===== src/rtl/mmu_seg_pkg.sv =====
package mmu_seg_pkg;
  localparam int XLEN     = 32;
  localparam int SEG_CNT  = 16;
  localparam int VSID_W   = 24;
  localparam int SEGW_W   = VSID_W + 3;
  localparam int PG_LSB   = 12;
  localparam int PG_IDX_W = 16;
  localparam int API_W    = 6;

  typedef struct packed {
    logic              ks;
    logic              kp;
    logic              nx;
    logic [VSID_W-1:0] vsid;
  } seg_word_t;

  typedef enum logic [2:0] {
    EXC_NONE   = 3'd0,
    EXC_IMISS  = 3'd1,
    EXC_DLMISS = 3'd2,
    EXC_DSMISS = 3'd3,
    EXC_ISI    = 3'd4,
    EXC_DSI    = 3'd5
  } exc_t;

  typedef enum logic [1:0] {
    PA_NONE = 2'd0,
    PA_EA   = 2'd1,
    PA_BAT  = 2'd2,
    PA_TLB  = 2'd3
  } pa_src_t;

  localparam logic [XLEN-1:0] ERR_NOEXEC   = 32'h1000_0000;
  localparam logic [XLEN-1:0] ERR_IPROT    = 32'h0800_0000;
  localparam logic [XLEN-1:0] DSISR_STORE  = 32'h0A00_0000;
  localparam logic [XLEN-1:0] DSISR_LOAD   = 32'h0800_0000;
  localparam logic [XLEN-1:0] MISS_FLAG    = 32'h8000_0000;
  localparam int              ERR_KEY_BIT  = 19;
  localparam int              ERR_IMISS_BIT = 18;
  localparam int              ERR_SMISS_BIT = 16;
endpackage


===== src/rtl/mmu_seg_regs.sv =====
module mmu_seg_regs
  import mmu_seg_pkg::*;
#(
  parameter int ENTRIES = SEG_CNT,
  localparam int IW     = $clog2(ENTRIES)
) (
  input  logic          clk,
  input  logic          rst,
  input  logic          we,
  input  logic [IW-1:0] widx,
  input  seg_word_t     wdata,
  input  logic [IW-1:0] ridx,
  output seg_word_t     rdata
);
  seg_word_t mem [ENTRIES];

  // Small register file; the read is asynchronous so a same-cycle write
  // is seen only by the following request.
  always_ff @(posedge clk) begin
    if (rst) begin
      for (int i = 0; i < ENTRIES; i++) mem[i] <= '0;
    end else if (we) begin
      mem[widx] <= wdata;
    end
  end

  assign rdata = mem[ridx];
endmodule


===== src/rtl/mmu_seg_hash.sv =====
module mmu_seg_hash
  import mmu_seg_pkg::*;
(
  input  seg_word_t             seg,
  input  logic [PG_IDX_W-1:0]   pg_idx,
  input  logic                  user_mode,
  output logic                  key,
  output logic                  noexec,
  output logic [VSID_W-1:0]     hash,
  output logic [XLEN-1:0]       ptem
);
  localparam int PAD_W = VSID_W - PG_IDX_W;

  assign key    = user_mode ? seg.kp : seg.ks;
  assign noexec = seg.nx;
  assign hash   = seg.vsid ^ {{PAD_W{1'b0}}, pg_idx};
  assign ptem   = {1'b0, seg.vsid, 1'b0, pg_idx[PG_IDX_W-1 -: API_W]};
endmodule


===== src/rtl/mmu_pteg_addr.sv =====
module mmu_pteg_addr
  import mmu_seg_pkg::*;
#(
  parameter int HASH_W     = 19,
  parameter int MASK_W     = 9,
  parameter int BASE_W     = 16,
  parameter int PTEG_SHIFT = 6
) (
  input  logic [VSID_W-1:0] hash,
  input  logic [BASE_W-1:0] base_hi,
  input  logic [MASK_W-1:0] mask_hi,
  output logic [XLEN-1:0]   grp_pri,
  output logic [XLEN-1:0]   grp_sec
);
  localparam int LO_ONES = HASH_W - MASK_W;
  localparam int HI_ZERO = VSID_W - HASH_W;
  localparam int EXT_W   = XLEN - VSID_W;

  logic [VSID_W-1:0] mask_full;
  logic [XLEN-1:0]   base_full;
  logic [1:0][XLEN-1:0] grp;

  assign mask_full = {{HI_ZERO{1'b0}}, mask_hi, {LO_ONES{1'b1}}};
  assign base_full = {base_hi, {(XLEN-BASE_W){1'b0}}};

  for (genvar g = 0; g < 2; g++) begin : g_grp
    logic [VSID_W-1:0] h_sel;
    assign h_sel  = (g == 0) ? hash : ~hash;
    assign grp[g] = base_full + ({{EXT_W{1'b0}}, h_sel & mask_full} << PTEG_SHIFT);
  end

  assign grp_pri = grp[0];
  assign grp_sec = grp[1];
endmodule


===== src/rtl/mmu_fault_class.sv =====
module mmu_fault_class
  import mmu_seg_pkg::*;
(
  input  logic            reloc_on,
  input  logic            is_fetch,
  input  logic            is_store,
  input  logic            bat_hit,
  input  logic            noexec,
  input  logic            key,
  input  logic [1:0]      tlb_res,
  output exc_t            exc,
  output logic [XLEN-1:0] err,
  output pa_src_t         pa_src
);
  logic [XLEN-1:0] key_bit;
  assign key_bit = {{(XLEN-1){1'b0}}, key} << ERR_KEY_BIT;

  // Priority: real mode, block hit, no-execute, TLB fault, TLB miss, hit.
  always_comb begin
    exc    = EXC_NONE;
    err    = '0;
    pa_src = PA_NONE;
    if (!reloc_on) begin
      pa_src = PA_EA;
    end else if (bat_hit) begin
      pa_src = PA_BAT;
    end else if (is_fetch && noexec) begin
      exc = EXC_ISI;
      err = ERR_NOEXEC;
    end else if (tlb_res[1]) begin
      if (is_fetch) begin
        exc = EXC_ISI;
        err = ERR_IPROT;
      end else begin
        exc = EXC_DSI;
      end
    end else if (tlb_res[0]) begin
      if (is_fetch) begin
        exc = EXC_IMISS;
        err = key_bit | (XLEN'(1) << ERR_IMISS_BIT);
      end else if (is_store) begin
        exc = EXC_DSMISS;
        err = key_bit | (XLEN'(1) << ERR_SMISS_BIT);
      end else begin
        exc = EXC_DLMISS;
        err = key_bit;
      end
    end else begin
      pa_src = PA_TLB;
    end
  end
endmodule


===== src/rtl/mmu_seg_front.sv =====
module mmu_seg_front
  import mmu_seg_pkg::*;
#(
  parameter int HASH_W     = 19,
  parameter int MASK_W     = 9,
  parameter int BASE_W     = 16,
  parameter int PTEG_SHIFT = 6,
  localparam int SEG_IW    = $clog2(SEG_CNT)
) (
  input  logic              clk,
  input  logic              rst,
  input  logic              sr_we,
  input  logic [SEG_IW-1:0] sr_idx,
  input  logic [SEGW_W-1:0] sr_wdata,
  input  logic [BASE_W-1:0] tbl_base,
  input  logic [MASK_W-1:0] tbl_mask,
  input  logic              req_valid,
  input  logic [XLEN-1:0]   req_ea,
  input  logic [1:0]        req_kind,
  input  logic              msr_pr,
  input  logic              msr_ir,
  input  logic              msr_dr,
  input  logic              bat_hit,
  input  logic [XLEN-1:0]   bat_pa,
  input  logic [2:0]        bat_prot,
  input  logic [1:0]        tlb_res,
  input  logic [XLEN-1:0]   tlb_pa,
  input  logic [2:0]        tlb_prot,
  output logic              rsp_valid,
  output logic [2:0]        rsp_exc,
  output logic [XLEN-1:0]   rsp_err,
  output logic [XLEN-1:0]   rsp_pa,
  output logic [2:0]        rsp_prot,
  output logic [XLEN-1:0]   imiss,
  output logic [XLEN-1:0]   icmp,
  output logic [XLEN-1:0]   dmiss,
  output logic [XLEN-1:0]   dcmp,
  output logic [XLEN-1:0]   hash1,
  output logic [XLEN-1:0]   hash2,
  output logic [XLEN-1:0]   dar,
  output logic [XLEN-1:0]   dsisr
);
  logic              is_fetch, is_store, reloc_on;
  seg_word_t         seg_rd;
  logic              key, noexec;
  logic [VSID_W-1:0] hash;
  logic [XLEN-1:0]   ptem, grp_pri, grp_sec, err;
  exc_t              exc;
  pa_src_t           pa_src;

  assign is_fetch = req_kind[1];
  assign is_store = ~req_kind[1] & req_kind[0];
  assign reloc_on = is_fetch ? msr_ir : msr_dr;

  mmu_seg_regs #(.ENTRIES(SEG_CNT)) u_regs (
    .clk   (clk),
    .rst   (rst),
    .we    (sr_we),
    .widx  (sr_idx),
    .wdata (seg_word_t'(sr_wdata)),
    .ridx  (req_ea[XLEN-1 -: SEG_IW]),
    .rdata (seg_rd)
  );

  mmu_seg_hash u_hash (
    .seg       (seg_rd),
    .pg_idx    (req_ea[PG_LSB +: PG_IDX_W]),
    .user_mode (msr_pr),
    .key       (key),
    .noexec    (noexec),
    .hash      (hash),
    .ptem      (ptem)
  );

  mmu_pteg_addr #(
    .HASH_W(HASH_W), .MASK_W(MASK_W), .BASE_W(BASE_W), .PTEG_SHIFT(PTEG_SHIFT)
  ) u_pteg (
    .hash    (hash),
    .base_hi (tbl_base),
    .mask_hi (tbl_mask),
    .grp_pri (grp_pri),
    .grp_sec (grp_sec)
  );

  mmu_fault_class u_class (
    .reloc_on (reloc_on),
    .is_fetch (is_fetch),
    .is_store (is_store),
    .bat_hit  (bat_hit),
    .noexec   (noexec),
    .key      (key),
    .tlb_res  (tlb_res),
    .exc      (exc),
    .err      (err),
    .pa_src   (pa_src)
  );

  always_ff @(posedge clk) begin
    if (rst) begin
      rsp_valid <= 1'b0;
      rsp_exc   <= '0;
      rsp_err   <= '0;
      rsp_pa    <= '0;
      rsp_prot  <= '0;
      imiss     <= '0;
      icmp      <= '0;
      dmiss     <= '0;
      dcmp      <= '0;
      hash1     <= '0;
      hash2     <= '0;
      dar       <= '0;
      dsisr     <= '0;
    end else begin
      rsp_valid <= req_valid;
      if (req_valid) begin
        rsp_exc <= exc;
        rsp_err <= err;
        unique case (pa_src)
          PA_EA:   begin rsp_pa <= req_ea; rsp_prot <= 3'b111;   end
          PA_BAT:  begin rsp_pa <= bat_pa; rsp_prot <= bat_prot; end
          PA_TLB:  begin rsp_pa <= tlb_pa; rsp_prot <= tlb_prot; end
          default: begin rsp_pa <= '0;     rsp_prot <= '0;       end
        endcase
        unique case (exc)
          EXC_IMISS: begin
            imiss <= req_ea;
            icmp  <= ptem | MISS_FLAG;
            hash1 <= grp_pri;
            hash2 <= grp_sec;
          end
          EXC_DLMISS, EXC_DSMISS: begin
            dmiss <= req_ea;
            dcmp  <= ptem | MISS_FLAG;
            hash1 <= grp_pri;
            hash2 <= grp_sec;
          end
          EXC_DSI: begin
            dar   <= req_ea;
            dsisr <= is_store ? DSISR_STORE : DSISR_LOAD;
          end
          default: ;
        endcase
      end
    end
  end
endmodule


===== config.mk =====
export PLATFORM = sky130hd
export DESIGN_NAME = mmu_seg_front
export DESIGN_NICKNAME = d
export VERILOG_FILES = /design/src/rtl/mmu_seg_pkg.sv /design/src/rtl/mmu_seg_regs.sv /design/src/rtl/mmu_seg_hash.sv /design/src/rtl/mmu_pteg_addr.sv /design/src/rtl/mmu_fault_class.sv /design/src/rtl/mmu_seg_front.sv
export SDC_FILE = /design/constraint.sdc
export NUM_CORES = 1
export LEC_CHECK = 0
export BUFFER_PORTS_ARGS = -buffer_cell sky130_fd_sc_hd__buf_4
export CORE_UTILIZATION = 55
export CTS_BUF_LIST = sky130_fd_sc_hd__clkbuf_4 sky130_fd_sc_hd__clkbuf_8 sky130_fd_sc_hd__clkbuf_16
export DETAILED_ROUTE_END_ITERATION = 8
export PLACE_DENSITY = 0.78
export SYNTH_ARGS = -nofsm -noshare
export SYNTH_HDL_FRONTEND = slang
export SYNTH_SLANG_ARGS = --single-unit

===== constraint.sdc =====
create_clock -name clk -period 4.7 [get_ports clk]
set_clock_uncertainty 0.2 [all_clocks]
set_input_delay 0.47 -clock clk [delete_from_list [all_inputs] [get_ports clk]]
set_output_delay 0.47 -clock clk [all_outputs]
set_load 0.01 [all_outputs]

==> results.md <==
- Minimum clock period: 3990 ps
- Sw Ratio: 0.239
- DRT iter0 DRCs: 2545
- CTS tree: yes
- CTS H-Tree Depth: 3
- Arrival @ worst endpoint: 4290 ps
- First-pass GRT wire length: 136000 um
- CP Capture Type: flop
- # fillers: 3891
- Clock share of power: 0.406
- Gate power share: 0.103
- Synth top area share: 0.428
- Total vias in the final route: 21509
- Final setup viols: 0
- EDFF count, synth: 432
- CTS Sinks: 676
- GRT Overall Usage: 0.332
- Yosys top cell by area: edfxtp_1
- Status: finished, final reports clean
- FFs w/ async S/R, synth: 0
- Synth Area in Adders: 0.00875
- Post-synthesis xor/xnor area fraction: 0.0127
- Vias in the first global route: 20681
- I/O pins: 497
- Total CTS buffers: 71
- Clock Latency Late Sink: 610 ps
- Fin worst setup slack: 712 ps
- Drt wl/cell: 25.8 um
- Number of max-cap violations: 0
- Gpl congestion: 0.981
- HPWL after DPL: 60900 um
- Slew @ Worst Pin: 1110 ps
- Int Power: 10.3 mW
- Final Hold Fails: 0
- TritonRoute pass-1 iters: 6
- Vias per cell: 5.91
- Drt drc: 0
- Post_cts resized: 0
- Ys flop type: edfxtp_1
- Pleak: 14.4 nW
- PD cells: 371 nW/um^2
- Unrepaired setup endpoints after global routing: no
- Post-Place Cell Area: 33900 um^2
- Die ar.: 56100 um^2
- Cell Area, Synth: 30300 um^2
- Share of the yosys chip area belonging to registers: 0.589
- Setup Crit Path Kind: flop to flop
- Crit Path Max Fanout: 3
- Syn Area/Cell: 12.2 um^2
- Slew headroom: 0.257
- Reg-to-reg slack, setup: 710 ps
- Synth Area in Compound Gates: 0.0569
- Switch Pwr: 3.24 mW
- Layout Utilization: 0.675
- Mux cell area share after synthesis: 0.124
- Worst min path class: input pin to flop
- Design Power: 13.5 mW
- Share of layout cells above drive strength 1: 0.268
- Final Cycle Share: 0.848
- Largest family of logic cells by synthesized area: simple AND/OR/NAND/NOR gates
- Fmax: 251 MHz
- Initial antenna violation count: 11
- VDD IR-drop max: 0.346 mV
- Wirelength, routed: 93800 um
- Die Y: 237 um
- Syn Inst Count: 2484
- Setup crit start kind: flop
- Slew Viols, Final: 0
- Clk Tree Root Cell: clkbuf_16
- Area Overhead vs Synth: 20.6%
- Pre-CTS WS: 167 ps
- Number of synthesized register bits: 676
- FP Rows: 85
- Design Area, Final: 36500 um^2
- Simple-Gate Fraction of Synth Area: 0.161
- Crit path required time: 5010 ps
- Seq pwr share: 0.491
- Overflow left after global routing: 0
- Largest net degree at the start of global routing: 105
- Placeable Area: 54100 um^2
- Synth warnings: 0
- Nets: 3067
- Clk buf depth: 3
- Port-buffer cells: 425
- ANT nets after route: 0
- Setup TNS Final: 0 ps
- Cell variety after synth: 55
- Synth top area cells: edfxtp_1 (43%), dfxtp_1 (16%), and2_1 (9.1%)
- Starting density of the core: 0.560
- Chip width: 237 um
- Worst-path clk slew: 60 ps
## synth_stat cells (3+ instances only)
| cell | count |
|---|---|
| and2_1 | 441 |
| edfxtp_1 | 432 |
| nand2_1 | 280 |
| dfxtp_1 | 244 |
| a21oi_1 | 186 |
| nor2_1 | 139 |
| clkbuf_1 | 123 |
| mux4_2 | 120 |
| mux2i_1 | 92 |
| buf_4 | 87 |
| o21ai_0 | 52 |
| xnor2_1 | 30 |
| buf_2 | 28 |
| nand3_1 | 23 |
| a211oi_1 | 18 |
| ha_1 | 18 |
| or2_2 | 18 |
| nor2b_1 | 17 |
| xor2_1 | 14 |
| buf_1 | 12 |
| mux2_2 | 12 |
| o211a_1 | 10 |
| buf_6 | 8 |
| and3_1 | 6 |
| nor3_1 | 6 |
| nand2b_1 | 5 |
| a21o_1 | 4 |
| a22oi_1 | 4 |
| nand3b_1 | 4 |
| o21a_1 | 4 |
| o21bai_1 | 4 |
| a211o_1 | 3 |
| and3b_1 | 3 |
| clkbuf_2 | 3 |
| inv_1 | 3 |
| o211ai_1 | 3 |
| o221a_2 | 3 |
## flip-flops by register name, summed over array words and instances, names as in the netlist
signal,count
icmp,25
hash2,26
rsp_prot,3
rsp_valid,1
dar,32
rsp_err,5
hash1,26
rsp_pa,32
imiss,32
rsp_exc,3
dsisr,2
dmiss,32
dcmp,25
u_regs.mem,432
## repair_timing
item,CTS,global route
hold endpoints to repair,89,0
setup buffers,0,0
hold buffers,34,0
## logic make-up (layout without fill, tap and decap cells)
kind of cell | after synthesis | in the layout
AOI/OAI and AO/OA | 303 | 303
xor gates and xnor gates | 44 | 44
adders and majority gates | 20 | 20
buffers and inverters | 266 | 646
DFF | 676 | 676
muxes | 225 | 225
other | 1 | 82
and+or+nand+nor | 949 | 949
## routing by layer
| metal | up-vias | track usage | routed length, um |
|---|---|---|---|
| met5 | - | 0 | 9 |
| met4 | 2 | 0.138 | 3730 |
| met3 | 237 | 0.0870 | 10000 |
| met2 | 1288 | 0.516 | 44100 |
| met1 | 10593 | 0.443 | 36000 |
| li1 | 9389 | - | - |
## power by group through the flow
stage               combinational, mW  sequential [mW]  clock, mW
floorplan                       0.820             6.77          0
global placement                 1.32             6.76          0
detailed placement               1.34             6.78          0
CTS                              1.37             6.65       5.53
global route                     1.47             6.67       5.77
finish                           1.39             6.65       5.50
## through the flow
step	std cells	hold slack, ps
after floorplan	2554	270
after global placement	3466	234
after detailed placement	3466	244
after CTS	3630	2.96
after global routing	3637	1.32
final	3641	22.1
## worst max-delay path, cell delays in order (launching register included)
cell and delay [ps]:
edfxtp_1 380, mux4_2 470, mux4_2 530, xnor2_1 160, and2_1 160, ha_1 210, fa_1 450, a211oi_1 360
o21ai_0 200, a31oi_1 320, nor2_1 90, xnor2_1 130, a211oi_1 230
## final cells by class
class	instances	area (um^2)	area share
Antenna cell	11	27.5	0.000753
Clock buffer	100	2080	0.0569
Clock inverter	30	199	0.00544
Inverter	5	18.8	0.000514
Multi-Input combinational cell	1612	11500	0.315
Sequential cell	676	17900	0.489
Tap cell	696	871	0.0238
Timing Repair Buffer	511	3990	0.109
## placed cells by master, fill, tap and decap left out, types with 30 or more instances in the layout
master / count
mux4_2: 120
nor2_1: 126
xnor2_1: 30
buf_4: 470
nand2_1: 280
dfxtp_1: 244
clkbuf_16: 74
a21oi_1: 186
mux2i_1: 92
o21ai_0: 40
edfxtp_1: 432
and2_1: 441
dlygate4sd3_1: 34
conb_1: 71
## worst paths after layout
path | from | to | cells after the start
max | u_regs.mem[4][10]$_SDFFCE_PN0P_ | hash2[30]$_SDFFE_PP0P_ | 12
min | req_ea[27] | dmiss[27]$_SDFFE_PP0P_ | 3
max reg2reg | u_regs.mem[4][10]$_SDFFCE_PN0P_ | hash2[30]$_SDFFE_PP0P_ | 12
min reg2reg | dsisr[25]$_SDFFE_PP0P_ | dsisr[25]$_SDFFE_PP0P_ | 2
(Power assumes the default switching activity.)
